$ cat src/rtl/nor_boot_pkg.sv
package nor_boot_pkg;

    typedef enum logic [2:0] {
        ST_PWR_WAIT = 3'd0,
        ST_SETUP    = 3'd1,
        ST_RST_LO   = 3'd2,
        ST_RST_HI   = 3'd3,
        ST_CE_HI    = 3'd4,
        ST_READY    = 3'd5
    } seq_state_e;

    typedef struct packed {
        seq_state_e state;
        logic       rst_n;
        logic       grant;
    } seq_regs_t;

    function automatic int unsigned max2(input int unsigned a, input int unsigned b);
        return (a > b) ? a : b;
    endfunction

endpackage

$ cat src/rtl/nor_boot_sync.sv
module nor_boot_sync #(
    parameter int unsigned STAGES = 2
) (
    input  logic clk,
    input  logic rst_n,
    input  logic async_in,
    output logic sync_out
);
    logic [STAGES-1:0] chain_d;
    logic [STAGES-1:0] chain_q;

    generate
        if (STAGES == 1) begin : g_one
            always_comb chain_d = async_in;
        end else begin : g_many
            always_comb chain_d = {chain_q[STAGES-2:0], async_in};
        end
    endgenerate

    always_ff @(posedge clk or negedge rst_n) begin
        if (!rst_n) chain_q <= '0;
        else        chain_q <= chain_d;
    end

    assign sync_out = chain_q[STAGES-1];
endmodule

$ cat src/rtl/nor_boot_timer.sv
module nor_boot_timer #(
    parameter int unsigned W = 16
) (
    input  logic         clk,
    input  logic         rst_n,
    input  logic         load,
    input  logic [W-1:0] load_val,
    output logic         expired
);
    logic [W-1:0] cnt_d;
    logic [W-1:0] cnt_q;

    always_comb begin
        cnt_d = cnt_q;
        if (load)              cnt_d = load_val;
        else if (cnt_q != '0)  cnt_d = cnt_q - 1'b1;
    end

    always_ff @(posedge clk or negedge rst_n) begin
        if (!rst_n) cnt_q <= '0;
        else        cnt_q <= cnt_d;
    end

    assign expired = (cnt_q == '0);

    // a running count never moves up without a load
    AST_TIMER_NO_RISE: assert property (@(posedge clk) disable iff (!rst_n)
        (!load && cnt_q != '0) |=> (cnt_q < $past(cnt_q)));
endmodule

$ cat src/rtl/nor_boot_seq.sv
module nor_boot_seq
    import nor_boot_pkg::*;
#(
    parameter int unsigned SYNC_STAGES  = 2,
    parameter int unsigned SETUP_CYC    = 30000,
    parameter int unsigned RST_LOW_CYC  = 20,
    parameter int unsigned RST_HIGH_CYC = 5,
    parameter int unsigned RPH_CYC      = 3500,
    parameter int unsigned CE_HIGH_CYC  = 2
) (
    input  logic clk,
    input  logic rst_n,
    input  logic pg_core,
    input  logic pg_io,
    input  logic warm_req,
    input  logic mc_ce_n,
    output logic flash_rst_n,
    output logic flash_ce_n,
    output logic access_grant
);
    localparam int unsigned N_SUP    = 2;
    localparam int unsigned HIGH_CYC = max2(RST_HIGH_CYC,
                                            (RPH_CYC > RST_LOW_CYC) ? RPH_CYC - RST_LOW_CYC : 0);
    localparam int unsigned MAX_CYC  = max2(max2(SETUP_CYC, RST_LOW_CYC), max2(HIGH_CYC, CE_HIGH_CYC));
    localparam int unsigned CNT_W    = $clog2(MAX_CYC + 1);
    localparam int unsigned CHK_W    = CNT_W + 2;

    // ---------------- supply synchronizers ----------------
    logic [N_SUP-1:0] pg_raw;
    logic [N_SUP-1:0] pg_sync;
    logic             pg_ok;

    assign pg_raw = {pg_io, pg_core};

    generate
        for (genvar g = 0; g < N_SUP; g++) begin : g_sup
            nor_boot_sync #(.STAGES(SYNC_STAGES)) u_sync (
                .clk      (clk),
                .rst_n    (rst_n),
                .async_in (pg_raw[g]),
                .sync_out (pg_sync[g])
            );
        end
    endgenerate

    assign pg_ok = &pg_sync;

    // ---------------- phase timer ----------------
    logic             tmr_load;
    logic [CNT_W-1:0] tmr_val;
    logic             tmr_done;

    nor_boot_timer #(.W(CNT_W)) u_timer (
        .clk      (clk),
        .rst_n    (rst_n),
        .load     (tmr_load),
        .load_val (tmr_val),
        .expired  (tmr_done)
    );

    // ---------------- sequencer ----------------
    seq_regs_t seq_d;
    seq_regs_t seq_q;

    always_comb begin
        seq_d    = seq_q;
        tmr_load = 1'b0;
        tmr_val  = '0;

        case (seq_q.state)
            ST_PWR_WAIT: begin
                if (pg_ok) begin
                    seq_d.state = ST_SETUP;
                    tmr_load    = 1'b1;
                    tmr_val     = CNT_W'(SETUP_CYC - 1);
                end
            end
            ST_SETUP: begin
                if (tmr_done) begin
                    seq_d.state = ST_RST_LO;
                    tmr_load    = 1'b1;
                    tmr_val     = CNT_W'(RST_LOW_CYC - 1);
                end
            end
            ST_RST_LO: begin
                if (tmr_done) begin
                    seq_d.state = ST_RST_HI;
                    tmr_load    = 1'b1;
                    tmr_val     = CNT_W'(HIGH_CYC - 1);
                end
            end
            ST_RST_HI: begin
                if (tmr_done) begin
                    seq_d.state = ST_CE_HI;
                    tmr_load    = 1'b1;
                    tmr_val     = CNT_W'(CE_HIGH_CYC - 1);
                end
            end
            ST_CE_HI: begin
                if (tmr_done) seq_d.state = ST_READY;
            end
            ST_READY: begin
                if (warm_req) begin
                    seq_d.state = ST_RST_LO;
                    tmr_load    = 1'b1;
                    tmr_val     = CNT_W'(RST_LOW_CYC - 1);
                end
            end
            default: seq_d.state = ST_PWR_WAIT;
        endcase

        // supply loss overrides every phase
        if (!pg_ok) begin
            seq_d.state = ST_PWR_WAIT;
            tmr_load    = 1'b1;
            tmr_val     = '0;
        end

        seq_d.rst_n = (seq_d.state == ST_RST_HI) || (seq_d.state == ST_CE_HI) ||
                      (seq_d.state == ST_READY);
        seq_d.grant = (seq_d.state == ST_READY);
    end

    always_ff @(posedge clk or negedge rst_n) begin
        if (!rst_n) begin
            seq_q.state <= ST_PWR_WAIT;
            seq_q.rst_n <= 1'b0;
            seq_q.grant <= 1'b0;
        end else begin
            seq_q <= seq_d;
        end
    end

    assign flash_rst_n  = seq_q.rst_n;
    assign access_grant = seq_q.grant;
    assign flash_ce_n   = seq_q.grant ? mc_ce_n : 1'b1;

    // ---------------- checker counters and assertions ----------------
    logic [CHK_W-1:0] lo_run_q, hi_run_q, pg_run_q;

    always_ff @(posedge clk or negedge rst_n) begin
        if (!rst_n) begin
            lo_run_q <= '0;
            hi_run_q <= '0;
            pg_run_q <= '0;
        end else begin
            lo_run_q <= flash_rst_n ? '0 : ((&lo_run_q) ? lo_run_q : lo_run_q + 1'b1);
            hi_run_q <= !flash_rst_n ? '0 : ((&hi_run_q) ? hi_run_q : hi_run_q + 1'b1);
            pg_run_q <= !pg_ok ? '0 : ((&pg_run_q) ? pg_run_q : pg_run_q + 1'b1);
        end
    end

    AST_SETUP_BEFORE_RELEASE: assert property (@(posedge clk) disable iff (!rst_n)
        $rose(flash_rst_n) |-> (pg_run_q >= CHK_W'(SETUP_CYC + RST_LOW_CYC)));
    AST_RST_LOW_WIDTH: assert property (@(posedge clk) disable iff (!rst_n)
        $rose(flash_rst_n) |-> (lo_run_q >= CHK_W'(RST_LOW_CYC)));
    AST_HIGH_PLUS_GUARD: assert property (@(posedge clk) disable iff (!rst_n)
        $rose(access_grant) |-> (hi_run_q >= CHK_W'(HIGH_CYC + CE_HIGH_CYC)));
    AST_PG_LOSS_DROPS: assert property (@(posedge clk) disable iff (!rst_n)
        !pg_ok |=> (!flash_rst_n && !access_grant));
    AST_WARM_TAKEN: assert property (@(posedge clk) disable iff (!rst_n)
        (access_grant && warm_req && pg_ok) |=> (!flash_rst_n && !access_grant));
    AST_CE_GATED: assert property (@(posedge clk) disable iff (!rst_n)
        !flash_rst_n |-> flash_ce_n);
endmodule

$ cat config.mk
export PLATFORM = sky130hd
export DESIGN_NAME = nor_boot_seq
export DESIGN_NICKNAME = d
export VERILOG_FILES = /design/src/rtl/nor_boot_pkg.sv /design/src/rtl/nor_boot_sync.sv /design/src/rtl/nor_boot_timer.sv /design/src/rtl/nor_boot_seq.sv
export SDC_FILE = /design/constraint.sdc
export NUM_CORES = 1
export LEC_CHECK = 0
export ABC_AREA = 1
export BUFFER_PORTS_ARGS = -buffer_cell sky130_fd_sc_hd__buf_2
export CAP_MARGIN = 5
export CORE_ASPECT_RATIO = 0.6
export CORE_MARGIN = 2
export CORE_UTILIZATION = 59
export CTS_BUF_LIST = sky130_fd_sc_hd__clkbuf_8 sky130_fd_sc_hd__clkbuf_16
export DETAILED_ROUTE_END_ITERATION = 10
export GPL_TIMING_DRIVEN = 0
export PLACE_DENSITY = 0.85
export SLEW_MARGIN = 20
export SYNTH_ARGS = -nofsm -noshare
export SYNTH_HDL_FRONTEND = slang
export SYNTH_SLANG_ARGS = --single-unit
$ cat constraint.sdc
create_clock -name clk -period 2.31 [get_ports clk]
set_clock_uncertainty 0.1 [all_clocks]
set_input_delay 0 -clock clk [delete_from_list [all_inputs] [get_ports clk]]
set_output_delay 0 -clock clk [all_outputs]
set_load 0.03 [all_outputs]
* Yosys cells after proc, flatten, opt, wreduce, memory -nomap -nowiden
Cells that the tools add are included.
** Storage, ports and cells
- Input bits :: 6
- Register bits :: 24
** Cells by class
- Reduce and logical (&&, ||, !) cells :: 8
- $add $sub $neg :: 1
- Mux-type cells :: 20
- Equality and inequality tests :: 8
** Operators with widths (number)
- one-hot mux 15 bit (5 select lines) :: 1
- two-way mux 15 bit :: 3
- two-way mux 3 bit :: 6
- one-hot mux 3 bit (6 select lines) :: 1
- logical NOT 15 bit :: 1
- nonzero test 15 bit :: 1
- subtractor 15 x 1 -> 15 bit (second input constant) :: 1
- equality test 3 bit (second input constant) :: 4
- two-way mux 12 bit :: 1
- two-way mux 5 bit :: 2
- equality test 3 x 2 -> 1 bit (second input constant) :: 3
- two-way mux 1 bit :: 5
- equality test 3 x 1 -> 1 bit (second input constant) :: 1
- logical NOT 3 bit :: 1
- one-hot mux 1 bit (3 select lines) :: 1
- OR reduction 3 bit :: 1
- logical OR 1 bit :: 2
- AND reduction 2 bit :: 1
- nonzero test 2 bit :: 1

* Logic depth before layout (Yosys ltp)
- Depth in word-level cells :: 7
- Gate-level depth with buffers :: 11
- Mapped depth without buffers :: 11

* By module
A second synthesis with hierarchy kept.
** Second synthesis, totals
- Cells, all modules :: 202
- Area total of the unflattened synthesis :: 1458.9 µm²
** By module, submodules not included
- nor_boot_timer :: cells each 139, area each 1007.2 µm², times used 1
- nor_boot_seq :: cells each 59, area each 351.6 µm², times used 1
- nor_boot_sync :: cells each 2, area each 50.0 µm², times used 2

* Worst setup path before layout
No wires, ideal clock.
- Kind :: reg2reg
- Start :: register u_timer.cnt_q[0]
- End :: register u_timer.cnt_q[12]
- Data arrival time :: 1422 ps
- Cell stages (with the launch flop) :: 9
- Path slack :: 663 ps
- Setup time :: 125 ps
- Path through :: dfrtp_1 inv_1 ha_1 nand3_2 nor2_1 nand3_1 nor2_2 buf_6 a21oi_1
** On the way
- Cells in the longest elaborated chain, start to end :: 5
- Elaborated cells on any way between the ends :: 9
- Classes of those cells :: add/sub (1); mux (5); reduce/logical (3)
** Ends and longest elaborated chain
- from (decl) :: RTL line nor_boot_timer.sv:11 : logic [W-1:0] cnt_q;
- from (signal assigned) :: RTL line nor_boot_timer.sv:21 : else cnt_q <= cnt_d;
- parallel branches: the longest is 5 deep, another holds subtractor 15 x 1 -> 15 bit
Parallel ways; which one is timed is not known. The select of a mux whose other input is x is not followed.
A chain may end at the register's enable or synchronous reset.

* Worst setup path in the final report
- Start :: register u_timer.cnt_q[0]
- End :: register u_timer.cnt_q[3]
The elaborated chain is that of the path after synthesis.

==> results.md <==
- Clk Latency, worst-skew pair: ~0.27 ns
- Row cnt: 13
- Post-synth cell types: 26
- WS Path Type: flip-flop to flip-flop
- Hold Slack: roughly 0.11 ns
- Worst vdd ir: between 0.4 and 0.5 mV
- Status: finished, final reports clean
- R2r endpoint: u_timer.cnt_q[3]
- Max-slew violations: 0
- Crit path largest cell delay: 0.39 ns
- CP required: 2.36 ns
- CTS tree: built
- Mean area per synthesized cell: approximately 7.7 um2
- Fmax achieved: 0.512 GHz
- Die H: 42.2 um
- Die ar.: between 2000 and 3000 um2
- Worst-case reg-to-reg path depth: 8
- Vias after detailed routing: around 1200
- Drc violations: 0
- DRT Pass-1 Iters: 4
- Hold Path Class: input port to flip-flop
- Largest buffer count on any clock path: 2
- RSZ-0062 raised after global routing: false
- Global-route wire length before repair: 5.49 mm
- Setup tns final: 0 ns
- Ant. Diodes: 0
- Vias/cell: around 5.4
- Buf/Inv on CP: 2
- Setup bufs post-CTS: 0
- Crit-path cells: inv_1 > ha_1 > nand3_2 > nor2_1 > nand3_1 > nor2_2 > buf_6 > a21oi_1
- Number of synthesized flops with an enable pin: 0
- Synthesized Nets: about 190
- I/O Buffers: 8
- Clk sinks: 24
- Clock transition at the registers of the reported paths: around 0.090 ns
- PostCTS Resize Cnt: 0
- Hold_sp: warm_req
- Cts bufs inserted: 3
- CORE AREA: around 2200 um2
- Cell Area, Synth: approximately 1400 um2
- Type of element capturing the critical path: flip-flop
- Nets: between 200 and 250
- P_leak: approximately 0.86 nW
- Ys async rst share: between 90% and 100%
- Die X: between 60 and 70 um
- Vias in the first global route: ~1200
- Final WL: roughly 3.1 mm
- Pwr dens: roughly 630 nW/um2
- Crit-path leading delay family: simple AND/OR/NAND/NOR gates
- Top-count cell post-synth: nand2_1
- R2r startpoint: u_timer.cnt_q[0]
- Initial antenna violation count: 0
- Sequential-to-total area share from yosys stat: a little over two fifths
- HPWL after DPL: ~2.4 mm
- CP max-delay cell: dfrtp_1
- Num ports: 9
- Initial DRC count: around 140
- Synth top area cells: dfrtp_1, nand2_1, nor2_1
- Post-synth top flop: dfrtp_1
- Layout area overhead: 12.5%
- Largest net degree at the start of global routing: 25
- Number of max-cap violations: 0
- Filler instances: 172
- Share of the synthesized area in the top cell type: between 40% and 50%
- Post-DRT Antenna Nets: 0
- Synth Warn #: 0
- Mapped Cells: 186
- Commonest cells post-synth: nand2_1, nor2_1, dfrtp_1, inv_1, a21oi_1
- Slew margin rel.: 65.9%
- Worst setup SP type: flip-flop
- Critical path arrival: about 2 ns
- Count of final setup violators: 0
- H-tree Lvls: 1
- R2r setup slk: between 0.3 and 0.4 ns
- Largest area contributor in the netlist: dfrtp_1
- Layout cells sized above 1: 19.4%
- Worst hold endpoint: seq_q[3]
- Least-Margin Pin Slew: 0.511 ns
- Routed WL per cell: between 10 and 15 um
- Worst hold stages: 5
- Overall Global Routing Usage: between 20% and 30%
- GRT overflow: 0
- Initial Util: between 60% and 70%
- Seq cells post-synth: 24
- Fin crit period: 1.95 ns
- Critical path depth: 8
- Worst Path Max Fanout: 10
- Root Driver: clkbuf_8
- Placer Congestion: between 0.9 and 1
- Final period util: a little over four fifths
- Final hold violation count: 0
[logic make-up (layout without fill, tap and decap cells)]
family / Yosys count / in the layout / synth area share [%]
simple gates: 104 / 104 / 35.6
flops: 24 / 24 / 41.9
fa+ha+maj: 1 / 1 / 0.872
buf+inv: 31 / 46 / 9.25
compound gates: 17 / 17 / 6.89
xor+xnor: 9 / 9 / 5.50
[sequential cells by signal, summed over array words and instances, names as in the netlist]
register	flops
u_timer.cnt_q	15
g_sup.u_sync.chain_q	4
seq_q	3
access_grant	1
flash_rst_n	1
[worst max path at each step]
| stage | start | endpoint | slack (ns) |
|---|---|---|---|
| after floorplan | u_timer.cnt_q[0] | u_timer.cnt_q[12] | 0.66 |
| after global placement | u_timer.cnt_q[0] | u_timer.cnt_q[2] | 0.50 |
| after detailed placement | u_timer.cnt_q[0] | u_timer.cnt_q[7] | 0.38 |
| after CTS | u_timer.cnt_q[0] | u_timer.cnt_q[7] | 0.38 |
| after global routing | u_timer.cnt_q[0] | u_timer.cnt_q[3] | 0.25 |
| final | u_timer.cnt_q[0] | u_timer.cnt_q[3] | 0.36 |
[area by class of cell]
cell class,count,area (um2),area share [%]
plain buffers,2,22.5,1.40
clock buffers,3,41.3,2.56
clock inverters,1,30.0,1.86
inverters,29,110,6.83
multi-input cells,131,701,43.4
flip-flops and latches,24,601,37.2
well taps,30,37.5,2.33
repair buffers,11,70.1,4.34
[stage by stage]
step | setup WS (ns) | power [mW] | std cells | utilization (%) | cell area (um2)
2_1_floorplan | 0.663 | 0.596 | 186 | - | 1430
3_3_place_gp | 0.495 | 0.631 | 224 | 67.8 | 1510
3_5_place_dp | 0.380 | 0.641 | 224 | 67.8 | 1510
4_1_cts | 0.376 | 1.02 | 231 | 72.4 | 1610
5_1_grt | 0.246 | 1.07 | 231 | 72.4 | 1610
6_report | 0.358 | 1.01 | 231 | 72.4 | 1610
[layout by cell type (no fill, tap or decap), types with 4 or more instances in the layout]
master,n
nand2_1,46
nor2_1,25
inv_1,24
dfrtp_1,24
a21oi_1,9
xor2_1,8
buf_2,8
nand3_1,7
nor2_2,6
inv_2,4
o21ai_0,4
[routing by layer]
layer  vias to the layer above  wire length [um]  global-route usage [%]
li1                        611                 -                       -
met1                       566              1420                    37.1
met3                        12               283                    8.33
met4                         0                71                    7.76
met2                        53              1360                    39.4
met5                         -                 0                       0
[worst reg2reg max path, delay by kind of cell (launching register included)]
family / cells / cell delay (ns)
fa+ha+maj: 1 / 0.21
flops: 1 / 0.39
simple gates: 4 / 0.79
buf+inv: 2 / 0.28
compound gates: 1 / 0.06
[power by group]
| part | switching [mW] | internal (mW) | leakage (nW) |
|---|---|---|---|
| Combinational | 0.120 | 0.0652 | 0.510 |
| Clock | 0.138 | 0.232 | 0.0357 |
| Sequential | 0.0165 | 0.438 | 0.316 |
[repair_timing]
item,CTS,global route
setup endpoints to repair,0,0
endpoints found under the hold margin,26,0
hold buffers,3,0
Note: power is estimated with default switching activity, not from simulation.
